### src/rtl/gpio_pin_ctrl.sv
module gpio_pin_ctrl #(
  parameter int NFUNC = 8,
  parameter int SELW  = 4
) (
  input  logic             clk,
  input  logic             rst_n,
  input  logic             reg_wr,
  input  logic             reg_addr,
  input  logic [15:0]      reg_wdata,
  output logic [15:0]      reg_rdata,
  input  logic [NFUNC-1:0] func_in,
  input  logic             pin_in,
  output logic             pin_out,
  output logic             pin_oe,
  output logic             pull_up,
  output logic             pull_dn,
  output logic             irq
);
  localparam int CW    = 13;
  localparam int IW    = $clog2(NFUNC);
  localparam int FBASE = (1 << SELW) - NFUNC;
  localparam logic [CW-1:0] CFG_RST = 13'h0013;

  logic [CW-1:0]   cfg;
  logic            irq_st, irq_en;
  logic [2:0]      sync;
  logic            dir_in, both, pol, odrn, ena, lvl;
  logic [1:0]      pull;
  logic [SELW-1:0] sel, fidx;
  logic            src, drv, lvl_in, rise, fall, hit;
  logic            unused_bits;

  assign dir_in = cfg[0];
  assign pull   = cfg[2:1];
  assign both   = cfg[3];
  assign pol    = cfg[4];
  assign odrn   = cfg[5];
  assign ena    = cfg[6];
  assign sel    = cfg[11:8];
  assign lvl    = cfg[12];

  assign fidx = sel - SELW'(FBASE);
  assign src  = (int'(sel) >= FBASE) ? func_in[fidx[IW-1:0]] : lvl;
  assign drv  = src ^ ~pol;

  always_comb begin
    pin_out = 1'b0;
    pin_oe  = 1'b0;
    if (ena && !dir_in) begin
      if (odrn) pin_oe = ~drv;
      else begin
        pin_oe  = 1'b1;
        pin_out = drv;
      end
    end
  end

  assign pull_up = (pull == 2'b10);
  assign pull_dn = (pull == 2'b01);

  always_ff @(posedge clk or negedge rst_n)
    if (!rst_n) sync <= '0;
    else        sync <= {sync[1:0], pin_in};

  assign lvl_in = sync[1] ^ ~pol;
  assign rise   = sync[1] & ~sync[2];
  assign fall   = ~sync[1] & sync[2];
  assign hit    = ena && dir_in && (both ? (rise | fall) : (pol ? rise : fall));

  always_ff @(posedge clk or negedge rst_n) begin
    if (!rst_n) begin
      cfg    <= CFG_RST;
      irq_st <= 1'b0;
      irq_en <= 1'b0;
    end else begin
      if (reg_wr && !reg_addr) cfg <= reg_wdata[CW-1:0];
      if (reg_wr && reg_addr) irq_en <= reg_wdata[1];
      if (hit) irq_st <= 1'b1;
      else if (reg_wr && reg_addr && reg_wdata[0]) irq_st <= 1'b0;
    end
  end

  assign irq       = irq_st & irq_en;
  assign reg_rdata = reg_addr ? {13'd0, lvl_in, irq_en, irq_st} : {{(16-CW){1'b0}}, cfg};

  assign unused_bits = ^{reg_wdata[15:CW], fidx};
endmodule


### config.mk
export PLATFORM = sky130hd
export DESIGN_NAME = gpio_pin_ctrl
export DESIGN_NICKNAME = d
export VERILOG_FILES = /design/src/rtl/gpio_pin_ctrl.sv
export SDC_FILE = /design/constraint.sdc
export NUM_CORES = 1
export LEC_CHECK = 0
export BUFFER_PORTS_ARGS = -buffer_cell sky130_fd_sc_hd__clkbuf_2
export CORE_MARGIN = 2
export CORE_UTILIZATION = 30
export CTS_CLUSTER_DIAMETER = 50
export CTS_CLUSTER_SIZE = 12
export DETAILED_ROUTE_END_ITERATION = 16
export GPL_TIMING_DRIVEN = 0
export SYNTH_ARGS = -nofsm -noshare
export SYNTH_HDL_FRONTEND = slang
export SYNTH_SLANG_ARGS = --single-unit
### constraint.sdc
create_clock -name clk -period 2.8 [get_ports clk]
set_input_delay 0.56 -clock clk [delete_from_list [all_inputs] [get_ports clk]]
set_output_delay 0.56 -clock clk [all_outputs]
set_load 0.02 [all_outputs]
==> results.yml, run 1 <==
clocking:
  insertion_delay_ns: 0.29
  cts_sinks: 18
  tritoncts: "built"
  cts.clk_slew.worst_paths_ns: 0.11
  cts_hold_buf: 0
  cts_inserted_buffers: 3
  cts-root-buf: "clkbuf_4"
  clockBufferDepth: 2
  cts.htree.levels: 1
route:
  wl_per_cell_um: 11.9
  vias: 781
  drtIter0Drc: 5
  firstDrtPassIters: 2
  final_antenna_net_count: 0
  via_per_inst: 4.39
  drc: 0
  wl_mm: 2.13
synth:
  synth_seq_area_share_pct: 47.3
  synth_edf_count: 0
  syn_area_per_cell_um2: 11.3
  synthFlopType: "dfrtp_1"
  netlist_instances: 85
  yosysWarnings: 0
  async_reset_ff_share_pct: 100
  postSynthRegisterBits: 18
  synth_cell_type_count: 24
  netlist_area_um2: 960
global_route:
  grt_use_met3_pct: 5.76
  grt_pass1_vias: 761
  gr-usage-all-layers_pct: 12.5
  grt_pass1_wl_mm: 3.29
  use_met1_pct: 13.2
  busiest_layer: "met2"
  antenna_found_initial: 0
  grt.overflow.total: 0
  grt_max_degree: 19
  met2_usage_pct: 22.6
cells_and_area:
  drive_above_1_share_pct: 53.7
  area_growth_pct: 32.7
  fillers: 324
  stdcell_area_um2: 1270
  stdcell_count: 178
  multi_input_area_um2: 462
  finalNetCount: 166
  seqCellArea_um2: 454
  num_antenna_cells: 0
worst_setup_path:
  crit_fanout: 3
  critPathMaxStageDelay_ns: 0.53
  crit_family: "multiplexers"
  crit_chain: "mux4_2, mux2i_2, a211oi_2, nor4_2, buf_2"
  cp.buffers_inverters: 1
  criticalPathCategory: "flip-flop to output port"
  slowest_stage: "mux4_2"
  critPathRequiredTime_ns: 2.24
  end_kind: "output port"
  critPathArrivalTime_ns: 2.10
  critPathLaunchType: "flip-flop"
timing:
  max_freq_mhz: 376
  fin_hold_ws_ns: 0.190
  setup_viol: 0
  final_max_slew_viol_count: 0
  final.min_clock_period_ns: 2.66
  fin_crit_sh_pct: 94.9
  fin_skew_ns: 0.0113
  setup_tns_ns: 0
  hold_violations: 0
floorplan:
  io_pins: 50
  std_cell_rows: 20
  die_area_um2: 3670
  initial_core_util_pct: 31.4
  coreArea_um2: 3050
  die_x_um: 60.6
  die_h_um: 60.6
place:
  gp_congestion: 0.711
  place_inst: 173
  port_buffers: 42
  placed_area_um2: 1230
  dp_hpwl_mm: 1.69
power_and_ir_drop:
  p_sw_share_pct: 33.3
  pwr-share-clk_pct: 19.0
  p_int_uw: 467
  power_frac_seq_pct: 47.9
  pwr-share-comb_pct: 33.1
  power_uw: 701
  p_sw_uw: 234
  vdd_drop_max_mv: 0.242
  powerDensity_nw_per_um2: 550
  leakagePower_uw: 0.000631
run:
  max_cap_violations: 0
outcome:
  status: "finished, final reports clean"
min_path:
  min_path_type: "primary input to async pin"
## cells in the mapped netlist, drive strengths merged (2+ instances only)
cell type / number / area share (%)
mux4: 2 / 5.5
o21ai: 4 / 2.1
nor2b: 12 / 7.8
mux2: 13 / 15
nor2: 3 / 1.2
a211oi: 2 / 1.6
dfrtp: 15 / 39
nand2: 7 / 2.7
buf: 5 / 3.4
inv: 5 / 2.0
clkbuf: 2 / 0.78
dfstp: 3 / 8.2
ha: 2 / 2.6
## timing repair
item | in CTS | in global routing
setup endpoints to repair | 0 | 1
gates resized for setup | 0 | 6
setup buffers | 0 | 1
## final cells by class
cell class / instances / area share (%)
Clock buffer: 4 / 2.06
Timing Repair Buffer: 43 / 17.1
Tap cell: 44 / 4.32
Multi-Input combinational cell: 57 / 36.2
Buffer: 7 / 3.14
Inverter: 5 / 1.47
Sequential cell: 18 / 35.7
## sequential cells by signal, indices dropped and copies added, names as in the netlist
signal / count
cfg: 13
irq_en: 1
irq_st: 1
sync: 3
## cells in the final DEF (no fill, tap or decap), types with 2 or more instances in the layout
master | netlist | final
nor2b_1 | 12 | 12
mux4_2 | 0 | 2
dfrtp_1 | 15 | 15
nor2_1 | 3 | 3
o21ai_0 | 4 | 4
dfstp_2 | 3 | 3
buf_4 | 3 | 4
clkbuf_1 | 2 | 3
clkbuf_4 | 0 | 3
nand2_1 | 7 | 7
mux2_2 | 13 | 13
conb_1 | 1 | 3
clkbuf_2 | 0 | 41
inv_1 | 5 | 5
buf_2 | 2 | 3
ha_1 | 2 | 2
## logic make-up after synthesis
kind of cell,synth area share (%)
AO/OA/AOI/OAI,7.30
XOR/XNOR,0.913
adder cells (fa/ha/maj),2.61
buffers and inverters,6.13
flip-flops,47.3
multiplexers,21.8
other,0.391
AND/OR/NAND/NOR,13.6
## layer usage
| metal | share of wire (%) | wire [um] | up-vias |
|---|---|---|---|
| met5 | 0 | 0 | - |
| met4 | 0.38 | 8 | 0 |
| met3 | 9.0 | 192 | 2 |
| met1 | 41 | 873 | 365 |
| met2 | 49 | 1050 | 34 |
| li1 | - | - | 380 |
## power groups by stage
| stage | logic [uW] | registers, uW | clock network (uW) |
|---|---|---|---|
| after floorplan | 152 | 329 | 0 |
| after global placement | 216 | 337 | 0 |
| after detailed placement | 223 | 340 | 0 |
| after CTS | 224 | 334 | 140 |
| after global routing | 253 | 342 | 156 |
| final | 232 | 335 | 133 |
## worst paths after layout
path                           end  slack [ns]    start  depth (start not counted)
max                        pin_out        0.14   cfg[8]                          5
max in group asynchronous   cfg[1]        2.25    rst_n                          1
max reg2reg                 irq_st        1.41  sync[1]                          6
min reg2reg                sync[1]        0.36  sync[0]                          0
min                         cfg[7]        0.19    rst_n                          1
min in group clk           sync[1]        0.36  sync[0]                          0
## stage by stage
step / setup slack, ns / utilization [%]
after floorplan: 0.294 / -
after global placement: 0.315 / 40.4
after detailed placement: 0.247 / 40.4
after CTS: 0.0663 / 41.2
after global routing: -0.00204 / 41.7
final: 0.143 / 41.7
(Power assumes the default switching activity.)
==> run 2: changes to the inputs <==
Settings changed: CORE_ASPECT_RATIO set to 0.75, CORE_MARGIN 2 to not set.
Clock period 2.8 ns to 3.4 ns, I/O delays scaled along.
==> run 2 against run 1 <==
Register-to-register slack better by 0.62 ns. Die area down 6.4%. Sequential share of layout area down 0.17 points. First-iteration DRC count rose to 3.8 times the previous value. Sequential power down 18%. Cell count down 3.9%. Worst setup slack better by 0.46 ns. Sequential cell count unchanged. Via count up 3.7%. Routed wire length down 2.2%. Largest cell class is now sequential cells. Final area up 0.49%. Critical path type is now primary input to output port. Power down 9.3%.
==> results.yml, run 2 (synthesis gave the netlist of run 1 again) <==
cells_and_area:
  fillers: 288
  num_antenna_cells: 0
  mostFrequentLayoutCells: "42 x clkbuf_2, 15 x dfrtp_1, 13 x mux2_2"
  area_growth_pct: 33.4
  drive_above_1_share_pct: 50.4
  finalNetCount: 165
  layout_commonest_cell: "clkbuf_2"
  final_core_util_pct: 42.7
  largest_reg_flops: 13
  stdcell_count: 171
  regMostFlops: "cfg"
  biggestRegsByFlops: "cfg (13), sync (3)"
global_route:
  busiest_layer: "met2"
  grt_use_met3_pct: 5.58
  gr-usage-all-layers_pct: 13.1
  grt_pass1_wl_mm: 3.26
  use_met1_pct: 18.1
  grt.overflow.total: 0
  grt_max_degree: 19
  met2_usage_pct: 19.2
  grt_pass1_vias: 727
  antenna_found_initial: 0
power_and_ir_drop:
  leakagePower_uw: 0.000647
  power_uw: 636
  powerDensity_nw_per_um2: 496
  vdd_drop_max_mv: 0.260
floorplan:
  coreArea_um2: 3000
  io_pins: 50
  die_h_um: 51.0
  std_cell_rows: 17
  die_x_um: 67.3
  initial_core_util_pct: 32.0
  die_area_um2: 3430
route:
  vias: 810
  drtIter0Drc: 19
  firstDrtPassIters: 4
  wl_mm: 2.08
  wl_per_cell_um: 12.2
  final_antenna_net_count: 0
  via_per_inst: 4.74
  drc: 0
worst_setup_path:
  crit_fanout: 2
  critPathRequiredTime_ns: 2.72
  crit_family: "multiplexers"
  slowest_stage: "mux4_1"
  critPathLaunchType: "primary input"
  critPathArrivalTime_ns: 2.12
  path_common_cell: "clkbuf_2"
  crit_chain: "clkbuf_2, mux4_1, mux2i_1, a211oi_1, o311a_1, clkbuf_2"
  criticalPathCategory: "primary input to output port"
  cp.buffers_inverters: 2
  end_kind: "output port"
  critPathMaxStageDelay_ns: 0.49
place:
  gp_congestion: 0.719
  dp_hpwl_mm: 1.58
  port_buffers: 42
  place_inst: 167
timing:
  rsz0062_at_grt: "false"
  fin_skew_ns: 0.00443
  hold_violations: 0
  fin_hold_ws_ns: 0.359
  fin_crit_sh_pct: 82.3
  max_freq_mhz: 357
  final_max_slew_viol_count: 0
  final.min_clock_period_ns: 2.80
  setup_viol: 0
  setup_tns_ns: 0
clocking:
  cts_sinks: 18
  cts_resized: 0
  cts.htree.levels: 1
  insertion_delay_ns: 0.26
  clockBufferDepth: 2
  cts-root-buf: "clkbuf_8"
  post_cts_buffers: 0
  cts_inserted_buffers: 3
  cts_hold_buf: 0
  cts.clk_slew.worst_paths_ns: 0.07
  tritoncts: "built"
run:
  max_cap_violations: 0
outcome:
  status: "finished, final reports clean"
min_path:
  min_path_type: "primary input to async pin"
==> run 2: cell types whose count changed in the layout (fill, tap and decap cells not counted), moves of 2 or more <==
cell | before | now
clkbuf_8 | 0 | 4
mux4_1 | 0 | 2
mux4_2 | 2 | 0
clkbuf_4 | 3 | 0
==> run 2: per-stage QoR <==
step | worst slack, ns | instance area (um2)
final | 0.601 | 1280
after global routing | 0.517 | 1280
after CTS | 0.589 | 1280
after detailed placement | 0.597 | 1220
after global placement | 0.661 | 1220
after floorplan | 0.654 | 967
==> run 2: power breakdown <==
group / total [uW] / internal (uW) / switching, uW
Sequential: 276 / 248 / 28.0
Clock: 177 / 103 / 74.2
Combinational: 182 / 85.1 / 97.0
==> run 2: final cells by class <==
type                       count  area [um2]  share of cell area, %
tap                           38        47.5                   3.71
clock buffer                   4        55.1                   4.30
buffer                         7        40.0                   3.13
sequential                    18         454                   35.5
inverter                       5        18.8                   1.47
timing repair buffer          42         210                   16.4
multi-input combinational     57         454                   35.5
==> run 2: worst paths after layout <==
kind,to,depth (start not counted),slack [ns],start
setup / recovery,pin_oe,6,0.60,func_in[1]
hold / removal,cfg[10],1,0.36,rst_n
setup reg to reg,irq_st,6,2.03,sync[1]
hold reg to reg,sync[1],0,0.36,sync[0]
max in group asynchronous,cfg[4],1,2.69,rst_n
min in group clk,sync[1],0,0.36,sync[0]
==> run 2: layer usage <==
| layer | routed length (um) | vias to the layer above |
|---|---|---|
| met1 | 972 | 389 |
| met5 | 0 | - |
| li1 | - | 384 |
| met2 | 915 | 35 |
| met4 | 11 | 0 |
| met3 | 180 | 2 |
==> run 3: changes to the inputs <==
Settings changed: ABC_AREA set to 1.
Clock period 3.4 ns to 2.9 ns, I/O delays scaled along.
==> run 3 against run 2 <==
Sequential power rose by 12%. Clock-buffer cell count stayed put. First-iteration DRC count grew 63%. Synthesized cell count rose by 60%. Largest cell class unchanged.
==> results.yml, run 3 <==
outcome:
  status: "finished, final reports clean"
clocking:
  cts_sinks: 18
  post_cts_buffers: 0
  cts-root-buf: "clkbuf_8"
  cts_inserted_buffers: 3
  cts_hold_buf: 0
  tritoncts: "built"
  clockBufferDepth: 2
  cts.clk_slew.worst_paths_ns: 0.07
  cts_resized: 0
  cts.htree.levels: 1
  insertion_delay_ns: 0.25
synth:
  async_reset_ff_share_pct: 100
  synth_seq_area_share_pct: 45.5
  postSynthRegisterBits: 18
  yosysTopAreaCell: "dfrtp_1"
  ys_top_cells_by_area: "dfrtp_1 38%, nand2_1 11%, nor2_1 9.4%"
  syn_area_per_cell_um2: 7.34
  yosysWarnings: 0
  synth_top_cell_area_share_pct: 37.6
  synth_edf_count: 0
  synth.top_cells.by_count: "29 x nand2_1, 25 x nor2_1, 22 x inv_1, 15 x dfrtp_1, 11 x a21oi_1"
  netlist_area_um2: 998
  netlist_instances: 136
  synth_cell_type_count: 20
  synthFlopType: "dfrtp_1"
  yosysMostFrequentCell: "nand2_1"
timing:
  setup_tns_ns: 0
  final_max_slew_viol_count: 0
  hold_violations: 0
  max_freq_mhz: 473
  fin_skew_ns: 0.00206
  setup_viol: 0
  fin_hold_ws_ns: 0.249
  final.min_clock_period_ns: 2.11
  rsz0062_at_grt: "false"
  fin_crit_sh_pct: 72.9
worst_setup_path:
  worst_r2r_path_depth: 5
  criticalPathCategory: "flip-flop to output port"
  critPathRequiredTime_ns: 2.32
  reg2reg_slack_ns: 1.87
  crit_fanout: 6
  end_kind: "output port"
  crit_start: "cfg[8]"
  rr_endpoint: "irq_st"
  critPathLaunchType: "flip-flop"
  critPathArrivalTime_ns: 1.53
  r2r_start: "sync[1]"
power_and_ir_drop:
  pwr-share-clk_pct: 28.3
  p_sw_uw: 244
  p_int_uw: 483
  pwr-share-comb_pct: 29.2
  p_sw_share_pct: 33.5
  vdd_drop_max_mv: 0.215
  powerDensity_nw_per_um2: 551
  power_frac_seq_pct: 42.5
  leakagePower_uw: 0.000780
route:
  wl_mm: 2.33
  vias: 982
  firstDrtPassIters: 5
  drc: 0
  wl_per_cell_um: 10.5
  drtIter0Drc: 31
  via_per_inst: 4.42
  final_antenna_net_count: 0
cells_and_area:
  fillers: 334
  biggestRegsByFlops: "cfg (13), sync (3)"
  largest_reg_flops: 13
  regMostFlops: "cfg"
  seqCellArea_um2: 454
  final_core_util_pct: 43.4
  finalNetCount: 216
  area_growth_pct: 32.1
  mostFrequentLayoutCells: "42 x clkbuf_2, 29 x nand2_1, 25 x nor2_1"
  drive_above_1_share_pct: 34.8
  num_antenna_cells: 0
  multi_input_area_um2: 418
  layout_commonest_cell: "clkbuf_2"
  stdcell_count: 222
floorplan:
  std_cell_rows: 17
  coreArea_um2: 3040
  initial_core_util_pct: 32.8
  die_x_um: 68.6
  io_pins: 50
  die_area_um2: 3570
  die_h_um: 52.0
min_path:
  min_path_type: "primary input to async pin"
global_route:
  grt_pass1_wl_mm: 3.87
  gr-usage-all-layers_pct: 15.0
  grt_max_degree: 19
  grt.overflow.total: 0
  antenna_found_initial: 0
  grt_pass1_vias: 925
place:
  gp_congestion: 0.851
  dp_hpwl_mm: 1.87
  port_buffers: 42
  place_inst: 218
run:
  max_cap_violations: 0
-- run 3: changes by cell type in the layout (fill, tap and decap cells not counted), moves of 3 or more --
cell and change:
nand3_2 +4, mux2_2 -13, a21oi_1 +10, inv_1 +17
nand2_1 +22, o21ai_1 +3, nor2_1 +22, nor2b_1 -12
nand3_1 +4
-- run 3: final cells by class --
type	instances	share of cell area, %
buffer	7	3.32
clock buffer	4	4.17
inverter	24	6.83
multi-input combinational	89	31.7
sequential	18	34.4
tap	38	3.61
timing repair buffer	42	15.9
-- run 3: power groups by stage --
stage | clock, uW | sequential, uW | combinational (uW)
floorplan | 0 | 308 | 146
global placement | 0 | 313 | 211
detailed placement | 0 | 314 | 215
CTS | 209 | 309 | 216
global route | 222 | 314 | 242
finish | 205 | 309 | 212
-- run 3: cell families (layout without fill, tap and decap cells) --
family / count (synthesis) / in the layout / share of synthesized area [%]
AO/OA/AOI/OAI: 18 / 18 / 9.52
buffers and inverters: 31 / 77 / 13.4
flip-flops: 18 / 18 / 45.5
AND/OR/NAND/NOR: 66 / 66 / 28.7
adder cells (fa/ha/maj): 2 / 2 / 2.51
other: 1 / 3 / 0.376
-- run 3: through the flow --
step           area [um2]  total power, uW  setup slack, ns
2_1_floorplan        1010              454             1.09
3_3_place_gp         1260              524            0.863
3_5_place_dp         1260              529            0.873
4_1_cts              1320              735            0.767
5_1_grt              1320              778            0.641
6_report             1320              727            0.786
-- run 3: worst max-delay path by stage --
stage	cells after the start	slack, ns	end
detailed placement	4	0.87	reg_rdata[3]
finish	10	0.79	pin_oe
floorplan	3	1.09	reg_rdata[10]
CTS	10	0.77	pin_oe
global route	10	0.64	pin_out
global placement	4	0.86	reg_rdata[3]
-- run 3: worst max-delay path: stages (launching register included) --
cell,delay [ns]
dfrtp_1,0.42
inv_2,0.12
nand2_1,0.06
nand2_1,0.06
nand2_1,0.06
nand3_2,0.06
nand3_2,0.07
nand3_1,0.11
nand3_1,0.09
nand2_1,0.07
clkbuf_2,0.16
-- run 3: layer usage --
metal  vias up  share of wire [%]  global-route usage, %
li1        505                  -                      -
met1       442                 49                   19.5
met2        31                 45                   24.2
met3         4                4.2                   3.95
met4         0                1.5                   4.86
met5         -                  0                      0
